**src/rtl/paged_xlat.sv**
```systemverilog
module paged_xlat #(
  parameter int LA_W    = 10,
  parameter int OFF_W   = 2,
  parameter int FRAME_W = 6,
  parameter int TLB_N   = 8
) (
  input  logic                     clk,
  input  logic                     rst_n,
  input  logic                     flush,
  input  logic [LA_W-OFF_W:0]      pt_len,
  input  logic                     req_valid,
  output logic                     req_ready,
  input  logic [LA_W-1:0]          req_addr,
  input  logic                     req_write,
  output logic                     rsp_valid,
  input  logic                     rsp_ready,
  output logic [FRAME_W+OFF_W-1:0] rsp_paddr,
  output logic [1:0]               rsp_fault,
  output logic                     mem_req_valid,
  input  logic                     mem_req_ready,
  output logic [LA_W-OFF_W-1:0]    mem_req_page,
  input  logic                     mem_rsp_valid,
  input  logic [FRAME_W+3:0]       mem_rsp_pte,
  output logic                     upd_valid,
  output logic [LA_W-OFF_W-1:0]    upd_page,
  output logic                     upd_dirty
);
  localparam int PN_W = LA_W - OFF_W;
  localparam int PA_W = FRAME_W + OFF_W;
  localparam int RR_W = (TLB_N > 1) ? $clog2(TLB_N) : 1;
  localparam int B_PRES = FRAME_W;
  localparam int B_RO   = FRAME_W + 1;
  localparam int B_REF  = FRAME_W + 2;
  localparam int B_DTY  = FRAME_W + 3;

  typedef enum logic [2:0] {S_IDLE, S_CHK, S_MREQ, S_MWAIT, S_RESP} st_t;
  st_t st;

  logic [LA_W-1:0]    cur_addr;
  logic               cur_wr;
  logic [RR_W-1:0]    rr;
  logic [TLB_N-1:0]   tv;
  logic [PN_W-1:0]    ttag [TLB_N];
  logic [FRAME_W-1:0] tfrm [TLB_N];
  logic [TLB_N-1:0]   tro, tref, tdty;
  logic [TLB_N-1:0]   hit_vec;
  logic [RR_W-1:0]    hidx;
  logic               hit;

  wire [PN_W-1:0]  cur_pn  = cur_addr[LA_W-1:OFF_W];
  wire [OFF_W-1:0] cur_off = cur_addr[OFF_W-1:0];

  for (genvar i = 0; i < TLB_N; i++) begin : g_cmp
    assign hit_vec[i] = tv[i] && (ttag[i] == cur_pn);
  end

  always_comb begin
    hidx = '0;
    for (int i = 0; i < TLB_N; i++)
      if (hit_vec[i]) hidx = RR_W'(i);
  end
  assign hit = |hit_vec;

  assign req_ready     = (st == S_IDLE);
  assign rsp_valid     = (st == S_RESP);
  assign mem_req_valid = (st == S_MREQ);
  assign mem_req_page  = cur_pn;

  always_ff @(posedge clk) begin
    if (!rst_n) begin
      st        <= S_IDLE;
      cur_addr  <= '0;
      cur_wr    <= 1'b0;
      rr        <= '0;
      tv        <= '0;
      tro       <= '0;
      tref      <= '0;
      tdty      <= '0;
      rsp_paddr <= '0;
      rsp_fault <= 2'd0;
      upd_valid <= 1'b0;
      upd_page  <= '0;
      upd_dirty <= 1'b0;
      for (int i = 0; i < TLB_N; i++) begin
        ttag[i] <= '0;
        tfrm[i] <= '0;
      end
    end else begin
      upd_valid <= 1'b0;
      case (st)
        S_IDLE: if (req_valid) begin
          cur_addr <= req_addr;
          cur_wr   <= req_write;
          st       <= S_CHK;
        end
        S_CHK: begin
          if ({1'b0, cur_pn} >= pt_len) begin
            rsp_fault <= 2'd1;
            rsp_paddr <= '0;
            st        <= S_RESP;
          end else if (hit) begin
            if (cur_wr && tro[hidx]) begin
              rsp_fault <= 2'd3;
              rsp_paddr <= '0;
            end else begin
              rsp_fault <= 2'd0;
              rsp_paddr <= PA_W'({tfrm[hidx], cur_off});
              if (!tref[hidx] || (cur_wr && !tdty[hidx])) begin
                upd_valid <= 1'b1;
                upd_page  <= cur_pn;
                upd_dirty <= cur_wr | tdty[hidx];
              end
              tref[hidx] <= 1'b1;
              if (cur_wr) tdty[hidx] <= 1'b1;
            end
            st <= S_RESP;
          end else begin
            st <= S_MREQ;
          end
        end
        S_MREQ: if (mem_req_ready) st <= S_MWAIT;
        S_MWAIT: if (mem_rsp_valid) begin
          if (mem_rsp_pte[B_PRES]) begin
            tv[rr]   <= 1'b1;
            ttag[rr] <= cur_pn;
            tfrm[rr] <= mem_rsp_pte[FRAME_W-1:0];
            tro[rr]  <= mem_rsp_pte[B_RO];
            tref[rr] <= mem_rsp_pte[B_REF];
            tdty[rr] <= mem_rsp_pte[B_DTY];
            rr       <= (rr == RR_W'(TLB_N-1)) ? '0 : rr + 1'b1;
            st       <= S_CHK;
          end else begin
            rsp_fault <= 2'd2;
            rsp_paddr <= '0;
            st        <= S_RESP;
          end
        end
        S_RESP: if (rsp_ready) st <= S_IDLE;
        default: st <= S_IDLE;
      endcase
      if (flush) tv <= '0;
    end
  end
endmodule


```
**config.mk**
```make
export PLATFORM = sky130hd
export DESIGN_NAME = paged_xlat
export DESIGN_NICKNAME = d
export VERILOG_FILES = /design/src/rtl/paged_xlat.sv
export SDC_FILE = /design/constraint.sdc
export NUM_CORES = 1
export LEC_CHECK = 0
export ABC_AREA = 1
export BUFFER_PORTS_ARGS = -buffer_cell sky130_fd_sc_hd__buf_2
export CAP_MARGIN = 20
export CORE_MARGIN = 4
export CORE_UTILIZATION = 50
export DETAILED_ROUTE_END_ITERATION = 8
export PLACE_DENSITY = 0.71
export SLEW_MARGIN = 10
export SYNTH_ARGS = -nofsm -noshare
export SYNTH_HDL_FRONTEND = slang
export SYNTH_SLANG_ARGS = --single-unit
```
**constraint.sdc**
```tcl
create_clock -name clk -period 2.6 [get_ports clk]
set_input_delay 0.52 -clock clk [delete_from_list [all_inputs] [get_ports clk]]
set_output_delay 0.52 -clock clk [all_outputs]
set_load 0.005 [all_outputs]
```
==> flow_summary.toml <==
[clocking]
clkTransAtPathRegs_ns = 0.08
clock_latency_ns = 0.44
cts.path.max_buffers = 2
numCtsBuffers = 17
cts_tree = "done"
cts_root_buf = "clkbuf_16"
hold_buffers = 0
cts.sinks = 181
htreeDepth = 4

[global_routing]
grt_overflow_total = 0
grt_antenna_before_repair = 0
grt_pass1_wl_mm = 39.22
grt_use_total_pct = 23.00
grt_pass1_vias = 7753
grt_max_degree = 33

[floorplan]
die_area_um2 = 21180
fp.dieW_um = 145.5
start_util_pct = 50.72
die_h_um = 145.5
boundaryPins = 68
core_um2 = 18640
num_rows = 50

[cells_and_area]
nFillCells = 1500
final_core_util_pct = 63.99
layout.nets = 1369
drive_above_1_share_pct = 27.42
area_growth_pct = 26.16
finalNonFillerCells = 1569
antenna_cells = 0

[setup_path]
critPathLaunchType = "register"
cp_max_fo = 12
critPathKind = "register to register"
critPathCaptureType = "register"
critPathArrivalTime_ns = 3.02
crit_required_ns = 2.98

[outcome]
status = "finished, violations left"
violations = "setup timing"

[power_and_ir_drop]
vdd_drop_max_mv = 0.4864
total_leakage_power_nw = 5.172
powerDensity_nw_per_um2 = 649.6

[placed_design]
place_hpwl_mm = 17.83
gp_congestion = 0.8768
portBuffers = 67
dp.cells = 1505

[synthesis]
netlist_area_um2 = 9457
yosysMostFrequentCell = "nor2_1"
synthesis.nets = 1214
yosysTopAreaCellShare_pct = 35.56
synth_area_leaders = "edfxtp_1 36%, dfxtp_1 15%, nor2_1 9.3%"
synth-edff-count = 112
yosys.cell_types.count = 48
ys_ff_latch = 181
yosysWarnings = 0
yosys-top-cells-count = "235 x nor2_1, 213 x nand2_1, 129 x inv_1"
yosysSeqAreaShare_pct = 50.17
synth_ff_type = "edfxtp_1"
syn_area_per_cell_um2 = 8.103
ys_async_sr_fraction_pct = 0
yosysTopAreaCell = "edfxtp_1"
synth_cells = 1167

[route]
viasPerCell = 5.419
first_pass_iters = 6
drt-total-wl_mm = 26.03
vias = 8503
ant_nets = 0
wl_per_cell_um = 16.59
drc = 0
drt_iter0_drc = 926

[min_path]
hp-class = "input pin to register"

[timing]
fmax_ghz = 0.3794
period_share_pct = 101.4
slew_headroom_pct = 47.80
layout_min_cycle_time_ns = 2.635
timing_max_transition_violations_final = 0
rsz0062_at_grt = "yes"
worst_slack_ns = -0.03548
tightest_slew_ns = 0.7801
hold_viol = 0
setup_viol = 2
clock_skew_ns = 0.01001

[run]
max_cap_violations = 0
## worst max-delay path: stages (launching register included)
cell and delay [ns]:
dfxtp_4 0.36, buf_4 0.17, xor2_1 0.17, nor2_2 0.18
nand3_2 0.13, nor2_4 0.15, inv_1 0.08, buf_4 0.21
o21ai_0 0.17, nand2_1 0.11, nand3_2 0.10, nor2_4 0.06
buf_12 0.12, nor2_4 0.17, buf_6 0.17, nand3_4 0.08
a21oi_2 0.14
## cells by family after synthesis
group                      after synthesis  synth area share (%)
buffers and inverters                  205                 9.606
and+or+nand+nor                        609                 28.79
xor gates and xnor gates                23                 2.130
AOI/OAI and AO/OA                      139                 7.978
DFF                                    181                 50.17
adders and majority gates               10                 1.323
## registers in the layout, indices dropped and copies added, names as in the netlist, 8 cells and up
signal and count:
tv 8, tro 8, tdty 8, cur_addr 10, rsp_paddr 8, tfrm 48, upd_page 8, ttag 64
tref 8
## final cells by class
cell class | count | area, um2 | share of cell area [%]
flip-flops and latches | 181 | 4770 | 39.98
multi-input cells | 781 | 4243 | 35.56
repair buffers | 188 | 1433 | 12.01
inverters | 153 | 608.1 | 5.097
clock buffers | 17 | 425.4 | 3.566
well taps | 234 | 292.8 | 2.454
clock inverters | 15 | 158.9 | 1.332
## final timing paths
path / startpoint / end / slack, ns / cells past startpoint
worst max-delay path: cur_addr[2] / rsp_paddr[4] / -0.04 / 16
worst min-delay path: req_addr[0] / cur_addr[0] / 0.34 / 3
worst max register to register: cur_addr[2] / rsp_paddr[4] / -0.04 / 16
worst min register to register: rsp_paddr[4] / rsp_paddr[4] / 0.47 / 2
## metal layers
metal  global-route usage, %  vias up  routed length (um)
li1                        -     4116                   -
met1                   31.24     4003               10860
met2                   38.40      352               12700
met3                   3.893       32                2071
met4                   6.268        0                 403
met5                       0        -                   0
## power by group
group	internal (mW)	total, mW	switching [mW]
sequential	3.21	3.35	0.136
combinational	0.767	1.84	1.07
clock	1.29	2.56	1.27
total	5.27	7.75	2.48
## stage by stage
stage	instance area, um2	hold slack (ns)	setup slack [ns]	total power, mW	setup TNS [ns]
2_1_floorplan	9463	0.4362	0.05217	4.419	0
3_3_place_gp	10490	0.4543	-0.2109	4.874	-5.001
5_1_grt	11930	0.3480	-0.1509	8.076	-3.586
3_5_place_dp	10490	0.4599	-0.3800	4.918	-8.758
6_report	11930	0.3434	-0.03548	7.750	-0.06024
4_1_cts	11160	0.3371	-0.005411	7.456	-0.01070
## repair_timing
action                                  in CTS  in global routing
endpoints found under the hold margin        0                  0
resized for setup                           18                124
endpoints found under the setup margin      37                 37
pin swaps                                    1                 42
gates cloned                                 0                  3
setup buffers                                2                 28
## cell usage in the layout, fill, tap and decap left out, types with 11 or more instances in the layout
master	netlist	final
a21oi_1	72	66
buf_2	12	67
buf_4	13	99
buf_6	9	11
clkbuf_16	0	19
dfxtp_1	69	61
edfxtp_1	112	112
inv_1	129	124
inv_2	9	17
nand2_1	213	196
nand2_2	8	21
nand3_1	61	38
nand3_2	3	21
nand4_1	23	23
nor2_1	235	221
nor2_2	9	16
nor2_4	5	12
nor3_1	19	17
o21ai_0	40	37
xor2_1	14	11
Note: power is estimated with default switching activity, not from simulation.
